File: src/rtl/sclk_pkg.sv
package sclk_pkg;

  typedef enum logic {
    SEL_RATE  = 1'b0,
    SEL_TRIM  = 1'b1
  } reg_sel_e;

  // Clamp a value into [lo, hi].
  function automatic int unsigned clamp_u(int unsigned v, int unsigned lo, int unsigned hi);
    if (v < lo) return lo;
    if (v > hi) return hi;
    return v;
  endfunction

  // Signed accumulator adjustment for one trim step.
  function automatic int trim_adj(logic en, logic retard, int step);
    if (!en) return 0;
    return retard ? -step : step;
  endfunction

endpackage

File: src/rtl/sclk_rate.sv
module sclk_rate
  import sclk_pkg::*;
#(
  parameter int RATE_W   = 16,
  parameter int RATE_MIN = 4000,
  parameter int RATE_MAX = 54000,
  parameter int RATE_DEF = 48000
) (
  input  logic              clk,
  input  logic              rst_n,
  input  logic              pwrdn_n,
  input  logic              load,
  input  logic [RATE_W-1:0] load_val,
  output logic [RATE_W-1:0] rate_q
);

  logic [RATE_W-1:0] clamped;
  assign clamped = RATE_W'(clamp_u(32'(load_val), RATE_MIN, RATE_MAX));

  always_ff @(posedge clk or negedge rst_n) begin
    if (!rst_n)        rate_q <= RATE_W'(RATE_DEF);
    else if (!pwrdn_n) rate_q <= RATE_W'(RATE_DEF);
    else if (load)     rate_q <= clamped;
  end

  p_rate_in_range_r3: assert property (@(posedge clk) disable iff (!rst_n)
    (32'(rate_q) >= RATE_MIN) && (32'(rate_q) <= RATE_MAX));

  p_pd_rate_default_r4: assert property (@(posedge clk) disable iff (!rst_n)
    !pwrdn_n |=> rate_q == RATE_W'(RATE_DEF));

endmodule

File: src/rtl/sclk_trim.sv
module sclk_trim #(
  parameter int MAG_W = 8,
  parameter int PRESC = 8
) (
  input  logic             clk,
  input  logic             rst_n,
  input  logic             pwrdn_n,
  input  logic             load,
  input  logic [MAG_W-1:0] load_mag,
  input  logic             load_dir,
  output logic [MAG_W-1:0] mag_q,
  output logic             dir_q,
  output logic             step
);

  localparam int PW = $clog2(PRESC);

  logic [PW-1:0] presc_q;
  logic          tick;

  always_ff @(posedge clk or negedge rst_n) begin
    if (!rst_n) presc_q <= '0;
    else        presc_q <= (presc_q == PW'(PRESC - 1)) ? '0 : presc_q + 1'b1;
  end

  assign tick = (presc_q == PW'(PRESC - 1));
  assign step = tick && (mag_q != '0);

  always_ff @(posedge clk or negedge rst_n) begin
    if (!rst_n) begin
      mag_q <= '0;
      dir_q <= 1'b0;
    end else if (!pwrdn_n) begin
      mag_q <= '0;
      dir_q <= 1'b0;
    end else if (load) begin
      mag_q <= load_mag;
      dir_q <= load_dir;
    end else if (step) begin
      mag_q <= mag_q - 1'b1;
    end
  end

  p_count_down_r6: assert property (@(posedge clk) disable iff (!rst_n)
    (step && !load && pwrdn_n) |=> mag_q == $past(mag_q) - 1'b1);

  p_step_spacing_r6: assert property (@(posedge clk) disable iff (!rst_n)
    step |=> !step);

  p_pd_trim_clear_r4: assert property (@(posedge clk) disable iff (!rst_n)
    !pwrdn_n |=> (mag_q == '0) && !dir_q);

endmodule

File: src/rtl/sclk_accum.sv
module sclk_accum
  import sclk_pkg::*;
#(
  parameter int MOD    = 24576000,
  parameter int RATE_W = 16,
  parameter int STEP   = 8192
) (
  input  logic              clk,
  input  logic              rst_n,
  input  logic [RATE_W-1:0] rate,
  input  logic              step,
  input  logic              step_dir,
  output logic              strobe
);

  localparam int AW = $clog2(MOD) + 2;

  logic signed [AW-1:0] acc_q;
  int                   sum_i;
  logic                 wrap_evt;

  always_comb begin
    sum_i    = int'(acc_q) + int'({1'b0, rate}) + trim_adj(step, step_dir, STEP);
    wrap_evt = (sum_i >= MOD);
  end

  always_ff @(posedge clk or negedge rst_n) begin
    if (!rst_n) begin
      acc_q  <= '0;
      strobe <= 1'b0;
    end else begin
      acc_q  <= wrap_evt ? AW'(sum_i - MOD) : AW'(sum_i);
      strobe <= wrap_evt;
    end
  end

  p_acc_bounds_r8: assert property (@(posedge clk) disable iff (!rst_n)
    (int'(acc_q) >= -STEP) && (int'(acc_q) < MOD));

  p_strobe_single_r1: assert property (@(posedge clk) disable iff (!rst_n)
    strobe |=> !strobe);

  p_advance_moves_r7: assert property (@(posedge clk) disable iff (!rst_n)
    (step && !step_dir && !wrap_evt) |=> int'(acc_q) == $past(int'(acc_q)) + int'({1'b0, $past(rate)}) + STEP);

endmodule

File: src/rtl/sample_clk_gen.sv
module sample_clk_gen
  import sclk_pkg::*;
#(
  parameter int MCLK_HZ    = 24576000,
  parameter int RATE_W     = 16,
  parameter int MAG_W      = 8,
  parameter int RATE_MIN   = 4000,
  parameter int RATE_MAX   = 54000,
  parameter int RATE_DEF   = 48000,
  parameter int PRESC      = 8,
  parameter int TRIM_SPLIT = 3000
) (
  input  logic              clk,
  input  logic              rst_n,
  input  logic              pwrdn_n,
  input  logic              wr_en,
  input  logic              wr_sel,
  input  logic [RATE_W-1:0] wr_data,
  input  logic              rd_sel,
  output logic [RATE_W-1:0] rd_data,
  output logic              smp_strobe
);

  localparam int STEP = MCLK_HZ / TRIM_SPLIT;

  reg_sel_e          wsel, rsel;
  logic              rate_load, trim_load;
  logic [RATE_W-1:0] rate_q;
  logic [MAG_W-1:0]  mag_q;
  logic              dir_q, step;

  assign wsel      = reg_sel_e'(wr_sel);
  assign rsel      = reg_sel_e'(rd_sel);
  assign rate_load = wr_en && (wsel == SEL_RATE);
  assign trim_load = wr_en && (wsel == SEL_TRIM);

  sclk_rate #(
    .RATE_W(RATE_W), .RATE_MIN(RATE_MIN), .RATE_MAX(RATE_MAX), .RATE_DEF(RATE_DEF)
  ) u_rate (
    .clk(clk), .rst_n(rst_n), .pwrdn_n(pwrdn_n),
    .load(rate_load), .load_val(wr_data), .rate_q(rate_q)
  );

  sclk_trim #(.MAG_W(MAG_W), .PRESC(PRESC)) u_trim (
    .clk(clk), .rst_n(rst_n), .pwrdn_n(pwrdn_n),
    .load(trim_load), .load_mag(wr_data[MAG_W-1:0]), .load_dir(wr_data[MAG_W]),
    .mag_q(mag_q), .dir_q(dir_q), .step(step)
  );

  sclk_accum #(.MOD(MCLK_HZ), .RATE_W(RATE_W), .STEP(STEP)) u_accum (
    .clk(clk), .rst_n(rst_n), .rate(rate_q),
    .step(step), .step_dir(dir_q), .strobe(smp_strobe)
  );

  always_comb begin
    if (rsel == SEL_RATE) rd_data = rate_q;
    else                  rd_data = RATE_W'({dir_q, mag_q});
  end

  p_reset_readback_r2: assert property (@(posedge clk) disable iff (!rst_n)
    $rose(rst_n) |-> rate_q == RATE_W'(RATE_DEF));

endmodule

File: config.mk
export PLATFORM = sky130hd
export DESIGN_NAME = sample_clk_gen
export DESIGN_NICKNAME = d
export VERILOG_FILES = /design/src/rtl/sclk_pkg.sv /design/src/rtl/sclk_rate.sv /design/src/rtl/sclk_trim.sv /design/src/rtl/sclk_accum.sv /design/src/rtl/sample_clk_gen.sv
export SDC_FILE = /design/constraint.sdc
export NUM_CORES = 1
export LEC_CHECK = 0
export BUFFER_PORTS_ARGS = -buffer_cell sky130_fd_sc_hd__buf_2
export CORE_ASPECT_RATIO = 0.8
export CORE_MARGIN = 2
export CORE_UTILIZATION = 50
export CTS_CLUSTER_SIZE = 10
export DETAILED_ROUTE_END_ITERATION = 6
export GPL_TIMING_DRIVEN = 0
export PLACE_DENSITY = 0.69
export SYNTH_ARGS = -nofsm -noshare
export SYNTH_HDL_FRONTEND = slang
export SYNTH_SLANG_ARGS = --single-unit
File: constraint.sdc
create_clock -name clk -period 9.4 [get_ports clk]
set_input_delay 0.94 -clock clk [delete_from_list [all_inputs] [get_ports clk]]
set_output_delay 0.94 -clock clk [all_outputs]
set_load 0.1 [all_outputs]
==> flow_metrics.tcl <==
set metrics [dict create \
    worst_setup_path_start_kind "register" \
    min_period_over_period 0.6404 \
    pin_count_of_the_biggest_net_entering_global_routing 57 \
    synth_warnings 0 \
    timing.rr.start "u_trim.mag_q[3]" \
    postSynthCellCount 508 \
    cts_tree "done" \
    reg2reg_slack_ps 3380 \
    final-max-slew-violation-count 0 \
    vdd_ir_drop_max_mv 0.1658 \
    startpoint "u_trim.mag_q[3]" \
    leakagePower_uw 0.002357 \
    detail_route.iter0.violations 345 \
    dpl.hpwl_mm 9.310 \
    groute.usage.overall 0.2408 \
    clock_buffers_created_by_tritoncts 5 \
    synth_nets 579 \
    route.vias.total 4149 \
    post_detailed_route_wirelength_per_cell_um 18.00 \
    remaining_drc_errors 0 \
    report.final.setup_viol 0 \
    synth.distinct_cells 72 \
    synth_ff_type "sky130_fd_sc_hd__dfrtp_1" \
    initial_utilization 0.5120 \
    layout_common_cells "sky130_fd_sc_hd__dfrtp_1, sky130_fd_sc_hd__nand2_1, sky130_fd_sc_hd__ha_1" \
    critPathCaptureType "register" \
    grt_pass1_vias 3805 \
    total_congestion_overflow_after_global_routing 0 \
    synth.yosys.seq_area_share 0.3048 \
    min_period_ps 6020 \
    finalHoldViolations 0 \
    drt_pass1_iterations 4 \
    layout-area-overhead-vs-synth_pct 10.41 \
    core-area_um2 9037 \
    die_w_um 111.6 \
    gp_congestion 0.8830 \
    seq_power_share 0.216 \
    path_max_fanout 10 \
    finalWirelength_mm 12.03 \
    status "complete, no violations" \
    reg2reg_to "u_accum.acc_q[17]" \
    clock.fmax_mhz 166.1 \
    antenna-diode-count 0 \
    die_area_um2 10040 \
    cp.required_ps 9580 \
    post-place-ws_ps 3506 \
    reg2regPathDepth 22 \
    grt_pass1_wl_mm 19.51 \
    setup_repair_after_global_routing_missed_its_margin "no" \
    worst_pin_slew_ps 871.7 \
    totalNegativeSetupSlack_ps 0 \
    crit_chain "or4_1 -> o21ai_1 -> inv_2 -> and2_1 -> clkbuf_1 -> inv_1 -> xnor2_1 -> ha_1 -> a21o_1 -> ha_1 -> clkbuf_1 -> nand2_1 -> o21ai_1 -> mux2_2 -> a211oi_1 -> ha_1 -> inv_1 -> a31oi_2 -> o211ai_2 -> o311ai_4 -> o21ai_4 -> mux2_4" \
    final_nets 623 \
    max_cap_violations 0 \
    worst-setup-path-type "register to register" \
    cts.repair_timing.setup_buffer_count 0 \
    timing.critical_path.mode_cell "sky130_fd_sc_hd__ha_1" \
    clk_root_buffer_cell "sky130_fd_sc_hd__clkbuf_16" \
    synth_edf_count 0 \
    swShare 0.4832 \
    endpoint "u_accum.acc_q[17]" \
    p_switching_uw 794.3 \
    fin_ws_ps 3380 \
    synth-seq-cells 56 \
    clock_power_share 0.120 \
    dieHeight_um 90.04 \
    synthesis.area_per_instance_um2 9.108 \
    viasPerCell 6.211 \
    cp.arrival_ps 6200 \
    power.density_cell_area_nw_per_um2 321.8 \
    relSlewSlack 0.4154 \
    finClkSkew_ps 8.186 \
    layout.cells.most_common "sky130_fd_sc_hd__dfrtp_1" \
    holdBufCountCts 0 \
    cts.repair.resized 0 \
    insertion_delay_ps 300 \
    cp_slowest_cell "sky130_fd_sc_hd__or4_1" \
    grt_antenna_before_repair 0 \
    layout-drive-gt1-share 0.1700 \
    cts.clk_slew.worst_paths_ps 70 \
    hold_path.startpoint "u_trim.presc_q[0]" \
    fin_worst_hold_slack_ps 440.7 \
    cell_internal_power_uw 849.6 \
    clock_tree.htree_level_count 2 \
    port_buffers 37 \
    clock-sinks 56 \
    critical-path-max-stage-delay_ps 590 \
    synthArstFlopShare 1.000 \
    post_synth_instance_area_um2 4627 \
    combPwrFrac 0.664 \
    ant_nets 0 \
    floorplan.rows 31 \
    holdCritPathClass "register to register" \
    cts_max_path_buffers 2 \
    floorplan.io_pins 39 \
]
==> layout make-up <==
class / instances / area, µm²
Tap cell: 115 / 143.9
Sequential cell: 56 / 1410
Fill cell: 807 / 3929
Clock inverter: 1 / 7.507
Inverter: 18 / 67.56
Multi-Input combinational cell: 414 / 3063
Buffer: 20 / 86.33
Clock buffer: 7 / 142.6
Timing Repair Buffer: 37 / 187.7
==> stage by stage <==
stage	power (µW)	cell area (µm²)	utilization	cells
6_report	1644	5109	0.5653	668
3_3_place_gp	1403	4956	0.5484	660
4_1_cts	1631	5106	0.5650	668
2_1_floorplan	1211	4627	-	508
5_1_grt	1771	5109	0.5653	668
3_5_place_dp	1430	4956	0.5484	660
==> routing by layer <==
metal	global-route usage	wire length, µm	vias to the layer above
met5	0	0	-
met4	0.05041	91	0
met3	0.04113	787	9
met2	0.3379	4963	132
met1	0.3839	6183	2031
li1	-	-	1977
==> cells by family after synthesis <==
family | Yosys count | share of synthesized area
compound gates | 146 | 0.2374
xor+xnor | 45 | 0.08518
fa+ha+maj | 49 | 0.1357
buf+inv | 38 | 0.03326
flops | 56 | 0.3048
mux | 13 | 0.03218
simple gates | 161 | 0.1714
==> power groups by stage <==
stage          combinational, µW  sequential [µW]  clock, µW
2_1_floorplan                845              365          0
3_3_place_gp                1050              356          0
3_5_place_dp                1070              360          0
4_1_cts                     1080              356        200
5_1_grt                     1200              363        209
6_report                    1090              356        197
==> state kept, by name, indices dropped and copies added, names as in the netlist <==
signal	flops
u_trim.presc_q	3
u_trim.mag_q	8
u_accum.strobe	1
u_accum.acc_q	27
u_trim.dir_q	1
u_rate.rate_q	16
==> critical path: cells and delay by family (launching register included) <==
family	cells	cell delay (ps)
fa+ha+maj	3	740
buf+inv	5	810
compound gates	8	2280
flops	1	440
simple gates	3	870
xor+xnor	1	80
mux	2	680
==> worst min path at each step <==
stage | endpoint | slack (ps) | cells after the start
floorplan | u_trim.presc_q[0] | 400 | 1
global placement | u_trim.presc_q[0] | 420 | 1
detailed placement | u_trim.presc_q[0] | 440 | 1
CTS | u_trim.presc_q[0] | 450 | 1
global route | u_trim.presc_q[0] | 470 | 1
finish | u_trim.presc_q[0] | 440 | 1
==> synthesized netlist by cell type (all sizes together) (3+ instances only) <==
cell      n  area, µm²
clkbuf    8      30.03
ha       47      588.1
o221ai    3      26.28
o21ai    23      130.1
a22o      4      35.03
a21oi    37      192.7
buf      12      56.30
nor3      9      45.04
a221oi    3      32.53
and2      5      33.78
o211ai   12      95.09
o2111ai   3      26.28
nor4      3      18.77
xor2     14      122.6
and3     13      81.33
inv      18      67.56
nand2b    3      18.77
or3       6      37.54
nand3    16      80.08
mux2     12      138.9
o22a      3      26.28
dfstp     7      183.9
nand2    47      176.4
nor2b     8      50.05
dfrtp    49       1226
nor2     33      123.9
nand4     8      50.05
a211oi   15      130.1
a31oi     5      52.55
xnor2    31      271.5
a21o     14      105.1
or2       4      25.02
a311oi    4      41.29
Note: power is estimated with default switching activity, not from simulation.
